[config.mk]
export PLATFORM = sky130hd
export DESIGN_NAME = irq_status_ctrl
export DESIGN_NICKNAME = d
export VERILOG_FILES = /design/src/rtl/irq_agg_pkg.sv /design/src/rtl/irq_bus_decode.sv /design/src/rtl/irq_status_bank.sv /design/src/rtl/irq_cfg_regs.sv /design/src/rtl/irq_lowest_find.sv /design/src/rtl/irq_status_ctrl.sv
export SDC_FILE = /design/constraint.sdc
export NUM_CORES = 1
export LEC_CHECK = 0
export BUFFER_PORTS_ARGS = -buffer_cell sky130_fd_sc_hd__buf_2
export CAP_MARGIN = 20
export CORE_ASPECT_RATIO = 1.4
export CORE_MARGIN = 3
export CORE_UTILIZATION = 36
export DETAILED_ROUTE_END_ITERATION = 12
export PLACE_DENSITY = 0.8
export SKIP_CTS_REPAIR_TIMING = 1
export SKIP_LAST_GASP = 1
export SYNTH_ARGS = -nofsm -noshare
export SYNTH_HDL_FRONTEND = slang
export SYNTH_SLANG_ARGS = --single-unit
[constraint.sdc]
create_clock -name clk -period 1.55 [get_ports clk]
set_input_delay 0.155 -clock clk [delete_from_list [all_inputs] [get_ports clk]]
set_output_delay 0.155 -clock clk [all_outputs]
set_load 0.02 [all_outputs]
[src/rtl/irq_agg_pkg.sv]
package irq_agg_pkg;

  localparam int unsigned DEF_NSRC   = 27;
  localparam int unsigned DEF_DATA_W = 32;
  localparam int unsigned DEF_ADDR_W = 12;

  // Implemented source positions: 0..7, 9, 25, 26
  localparam logic [DEF_NSRC-1:0] DEF_LEGAL = 27'h600_02FF;

  localparam logic [DEF_ADDR_W-1:0] OFF_STAT = 12'h500;
  localparam logic [DEF_ADDR_W-1:0] OFF_MASK = 12'h504;
  localparam logic [DEF_ADDR_W-1:0] OFF_GATE = 12'h508;

  typedef struct packed {
    logic stat;
    logic mask;
    logic gate;
  } reg_hit_t;

  // Next state of the sticky word: clear first, then events win.
  function automatic logic [DEF_NSRC-1:0] sticky_next(
    input logic [DEF_NSRC-1:0] cur,
    input logic [DEF_NSRC-1:0] clr,
    input logic [DEF_NSRC-1:0] evt,
    input logic [DEF_NSRC-1:0] legal
  );
    return ((cur & ~clr) | evt) & legal;
  endfunction

endpackage

[src/rtl/irq_bus_decode.sv]
module irq_bus_decode
  import irq_agg_pkg::*;
#(
  parameter int unsigned ADDR_W = DEF_ADDR_W
) (
  input  logic              sel_i,
  input  logic              wr_i,
  input  logic [ADDR_W-1:0] addr_i,
  output reg_hit_t          wr_hit_o,
  output reg_hit_t          rd_hit_o
);

  reg_hit_t at;

  always_comb begin
    at.stat = (addr_i == ADDR_W'(OFF_STAT));
    at.mask = (addr_i == ADDR_W'(OFF_MASK));
    at.gate = (addr_i == ADDR_W'(OFF_GATE));
  end

  always_comb begin
    wr_hit_o = (sel_i &&  wr_i) ? at : '0;
    rd_hit_o = (sel_i && !wr_i) ? at : '0;
  end

endmodule

[src/rtl/irq_status_bank.sv]
module irq_status_bank
  import irq_agg_pkg::*;
#(
  parameter int unsigned         NSRC  = DEF_NSRC,
  parameter logic [NSRC-1:0]     LEGAL = DEF_LEGAL
) (
  input  logic            clk,
  input  logic            rst_n,
  input  logic [NSRC-1:0] evt_i,
  input  logic [NSRC-1:0] clr_i,
  output logic [NSRC-1:0] stat_o
);

  logic [NSRC-1:0] stat_q;

  always_ff @(posedge clk or negedge rst_n) begin
    if (!rst_n) stat_q <= '0;
    else        stat_q <= ((stat_q & ~clr_i) | evt_i) & LEGAL;
  end

  assign stat_o = stat_q;

endmodule

[src/rtl/irq_cfg_regs.sv]
module irq_cfg_regs
  import irq_agg_pkg::*;
#(
  parameter int unsigned     NSRC  = DEF_NSRC,
  parameter logic [NSRC-1:0] LEGAL = DEF_LEGAL
) (
  input  logic            clk,
  input  logic            rst_n,
  input  logic            wr_mask_i,
  input  logic            wr_gate_i,
  input  logic [NSRC-1:0] wdata_i,
  output logic [NSRC-1:0] mask_o,
  output logic            gate_o
);

  logic [NSRC-1:0] mask_q;
  logic            gate_q;

  always_ff @(posedge clk or negedge rst_n) begin
    if (!rst_n) begin
      mask_q <= '0;
      gate_q <= 1'b0;
    end else begin
      if (wr_mask_i) mask_q <= wdata_i & LEGAL;
      if (wr_gate_i) gate_q <= wdata_i[0];
    end
  end

  assign mask_o = mask_q;
  assign gate_o = gate_q;

endmodule

[src/rtl/irq_lowest_find.sv]
module irq_lowest_find #(
  parameter int unsigned NSRC  = 27,
  parameter int unsigned IDX_W = $clog2(NSRC)
) (
  input  logic [NSRC-1:0]  vec_i,
  output logic [IDX_W-1:0] idx_o,
  output logic             any_o
);

  function automatic logic [IDX_W-1:0] first_set(input logic [NSRC-1:0] v);
    logic [IDX_W-1:0] r;
    r = '0;
    for (int i = NSRC - 1; i >= 0; i--) begin
      if (v[i]) r = IDX_W'(i);
    end
    return r;
  endfunction

  assign idx_o = first_set(vec_i);
  assign any_o = |vec_i;

endmodule

[src/rtl/irq_status_ctrl.sv]
module irq_status_ctrl
  import irq_agg_pkg::*;
#(
  parameter int unsigned     NSRC   = DEF_NSRC,
  parameter int unsigned     DATA_W = DEF_DATA_W,
  parameter int unsigned     ADDR_W = DEF_ADDR_W,
  parameter logic [NSRC-1:0] LEGAL  = DEF_LEGAL
) (
  input  logic                    clk,
  input  logic                    rst_n,
  input  logic [NSRC-1:0]         evt_i,
  input  logic                    bus_sel_i,
  input  logic                    bus_wr_i,
  input  logic [ADDR_W-1:0]       bus_addr_i,
  input  logic [DATA_W-1:0]       bus_wdata_i,
  output logic [DATA_W-1:0]       bus_rdata_o,
  output logic                    irq_o,
  output logic [$clog2(NSRC)-1:0] irq_idx_o,
  output logic                    pend_any_o
);

  localparam int unsigned IDX_W = $clog2(NSRC);
  localparam int unsigned PAD_W = DATA_W - NSRC;

  reg_hit_t        wr_hit;
  reg_hit_t        rd_hit;
  logic [NSRC-1:0] wdata_src;
  logic [NSRC-1:0] w1c_vec;
  logic [NSRC-1:0] stat_q;
  logic [NSRC-1:0] mask_q;
  logic            gate_q;
  logic [NSRC-1:0] pend;
  logic            unused_wdata_hi;

  assign wdata_src       = bus_wdata_i[NSRC-1:0];
  assign unused_wdata_hi = ^bus_wdata_i[DATA_W-1:NSRC];

  irq_bus_decode #(.ADDR_W(ADDR_W)) u_dec (
    .sel_i    (bus_sel_i),
    .wr_i     (bus_wr_i),
    .addr_i   (bus_addr_i),
    .wr_hit_o (wr_hit),
    .rd_hit_o (rd_hit)
  );

  assign w1c_vec = wr_hit.stat ? wdata_src : '0;

  irq_status_bank #(.NSRC(NSRC), .LEGAL(LEGAL)) u_stat (
    .clk    (clk),
    .rst_n  (rst_n),
    .evt_i  (evt_i),
    .clr_i  (w1c_vec),
    .stat_o (stat_q)
  );

  irq_cfg_regs #(.NSRC(NSRC), .LEGAL(LEGAL)) u_cfg (
    .clk       (clk),
    .rst_n     (rst_n),
    .wr_mask_i (wr_hit.mask),
    .wr_gate_i (wr_hit.gate),
    .wdata_i   (wdata_src),
    .mask_o    (mask_q),
    .gate_o    (gate_q)
  );

  assign pend = stat_q & mask_q;

  irq_lowest_find #(.NSRC(NSRC), .IDX_W(IDX_W)) u_find (
    .vec_i (pend),
    .idx_o (irq_idx_o),
    .any_o (pend_any_o)
  );

  assign irq_o = gate_q & pend_any_o;

  always_comb begin
    bus_rdata_o = '0;
    unique case (1'b1)
      rd_hit.stat: bus_rdata_o = {{PAD_W{1'b0}}, stat_q};
      rd_hit.mask: bus_rdata_o = {{PAD_W{1'b0}}, mask_q};
      rd_hit.gate: bus_rdata_o = {{(DATA_W-1){1'b0}}, gate_q};
      default:     bus_rdata_o = '0;
    endcase
  end

endmodule

==> metrics <==
outcome finished with violations; failing checks setup timing; drt total wl 3960 um; DR WL/cell 13.7 um; Hold WC Path Type in -> reg; commonest non-fill, non-tap cell in the layout buf_2; relative slew slack 0.652; CTS Sinks 23; Tmin final 1870 ps; first-pass GRT wire length 5950 um; Slew Viols, Final 0; cts bufs inserted 3; Initial Util 0.378; sequential share of the synthesized area 0.382; clk_lat worst skew 260 ps; Distinct cells, synth 35; root buf cell clkbuf_8; Clock transition at path regs 80 ps; leakage 1.12 nW; FF/Latch Area 576 um2; RR Startpoint u_stat.stat_o[5]$_DFF_PN0_; Placement Setup Slack -374 ps; final core occ 0.558; Final HPWL DP 3180 um; yosys warns 0; reg2reg end u_stat.stat_o[5]$_DFF_PN0_; R2R setup slack 620 ps; hold depth 2; Port Buf Inserts 55; IO Pins 114; antenna violations before repair 0; Worst Setup Start Kind input pin; H-Tree Level Count 1; syn_area_per_cell 9.42 um2; # diodes 0; fin crit share 1.21; cell area power density 519 nW/um2; VDD IR max 0.310 mV; max_cap viols 0; DRC viols 0; DP Area 2030 um2; detailed-route via count 1430; gr usage total 0.157; worst hold endpoint u_stat.stat_o[1]$_DFF_PN0_; Rows 27; mapped cell area 1510 um2; Power, Total 1.15 mW; final hold violation count 0; final net count 322; hold_sp bus_wdata_i[1]; CP Class in -> out; RD Place Congestion 0.826; Mapped Cells 160; CP max FO 6; drt first-iter violations 46; final instance area 2220 um2; worst slew pin tran 522 ps; Die H 82.5 um; final setup margin -319 ps; post-synthesis register bit count 23; overflow left after global routing 0; Clock Skews 0 ps; DR vias/cell 4.95; Worst setup EP type output pin; Fillers 364; Horiz. Die Dim 60.7 um; area taken by multi-input logic gates 896 um2; critical path arrival 1710 ps; Critical Path RT 1390 ps; RSZ-0062 raised after global routing yes; Max clock buf depth 2; Core ar. 3990 um2; CTS tree done; commonest non-fill, non-tap cells in the layout buf_2 (40), buf_4 (37), dfrtp_1 (23); count of endpoints failing setup in the final report 17; DRT Pass-1 Iters 5; largest net degree at the start of global routing 24; synth-to-layout area growth 47.7%; R2R depth 4; vias in the first global route 1370; Max Freq 535 MHz; total die area 5010 um2; Antenna Nets Post-Route 0; share of layout cells above drive strength 1 0.516
power breakdown:
group | internal [mW] | total, mW | switching [mW]
clock | 0.183 | 0.365 | 0.182
combinational | 0.0696 | 0.189 | 0.119
sequential | 0.600 | 0.601 | 0.000621
total | 0.853 | 1.15 | 0.302
layout make-up:
| class | count | share of cell area |
|---|---|---|
| sequential | 23 | 0.259 |
| multi-input combinational | 120 | 0.403 |
| clock buffer | 4 | 0.0202 |
| inverter | 11 | 0.0186 |
| tap | 43 | 0.0242 |
| timing repair buffer | 88 | 0.276 |
cell usage after synthesis:
cell type,number,area share
conb_1,1,0.0025
nor2_1,21,0.052
nand2_1,9,0.022
o21a_1,2,0.010
a31oi_1,11,0.046
o21ai_0,2,0.0066
clkbuf_1,1,0.0025
nor4_4,1,0.014
a221oi_1,1,0.0058
a21oi_1,2,0.0066
buf_4,22,0.11
nor4_1,2,0.0083
a222oi_1,1,0.0066
dfrtp_1,23,0.38
inv_1,11,0.027
or3_1,1,0.0042
or4_1,1,0.0050
and2_1,2,0.0083
mux2i_1,11,0.073
a21boi_0,1,0.0050
or2_2,1,0.0042
buf_2,1,0.0033
mux2_2,12,0.090
nor3_1,1,0.0033
or3b_2,1,0.0058
a22oi_1,6,0.030
nand4b_1,1,0.0058
nand4_1,1,0.0042
nand3b_1,3,0.015
or4_4,2,0.015
buf_1,1,0.0025
and3b_1,1,0.0058
a32oi_1,1,0.0058
buf_6,1,0.0075
nand2b_1,1,0.0042
routing by layer:
layer  vias to the layer above  GRT usage  share of wire
li1                        695          -              -
met1                       677      0.171           0.36
met2                        52      0.291           0.56
met3                         6     0.0327          0.058
met4                         0     0.0586          0.016
met5                         -          0              0
how the worst max path moves through the flow:
stage | startpoint | end | slack (ps) | depth (start not counted)
final | bus_addr_i[1] | bus_rdata_o[25] | -320 | 6
after global placement | bus_addr_i[1] | bus_rdata_o[26] | -360 | 6
after CTS | bus_addr_i[1] | bus_rdata_o[9] | -380 | 6
after global routing | bus_addr_i[1] | bus_rdata_o[9] | -350 | 6
after detailed placement | bus_addr_i[1] | bus_rdata_o[9] | -370 | 6
after floorplan | bus_addr_i[1] | bus_rdata_o[1] | -180 | 4
worst max-delay path, cell delays in order:
cell and delay, ps:
buf_6 90, or4_4 520, or4_4 550, buf_6 180, nor2_4 80, buf_4 140
cells by family after synthesis:
kind of cell / share of synthesized area
AOI/OAI and AO/OA: 0.122
other: 0.00249
DFF: 0.382
buffers and inverters: 0.153
muxes: 0.163
and+or+nand+nor: 0.178
state kept, by name, indices dropped and copies added (netlist names):
name and count:
u_cfg.mask_o 11, u_cfg.gate_o 1, u_stat.stat_o 11
stage by stage:
step	std cells	TNS (ps)	hold WS, ps
floorplan	180	-1770	-141
global placement	280	-7250	149
detailed placement	280	-7760	156
CTS	284	-5170	-128
global route	289	-5000	76.5
finish	289	-4110	77.7
Note: power is estimated with default switching activity, not from simulation.
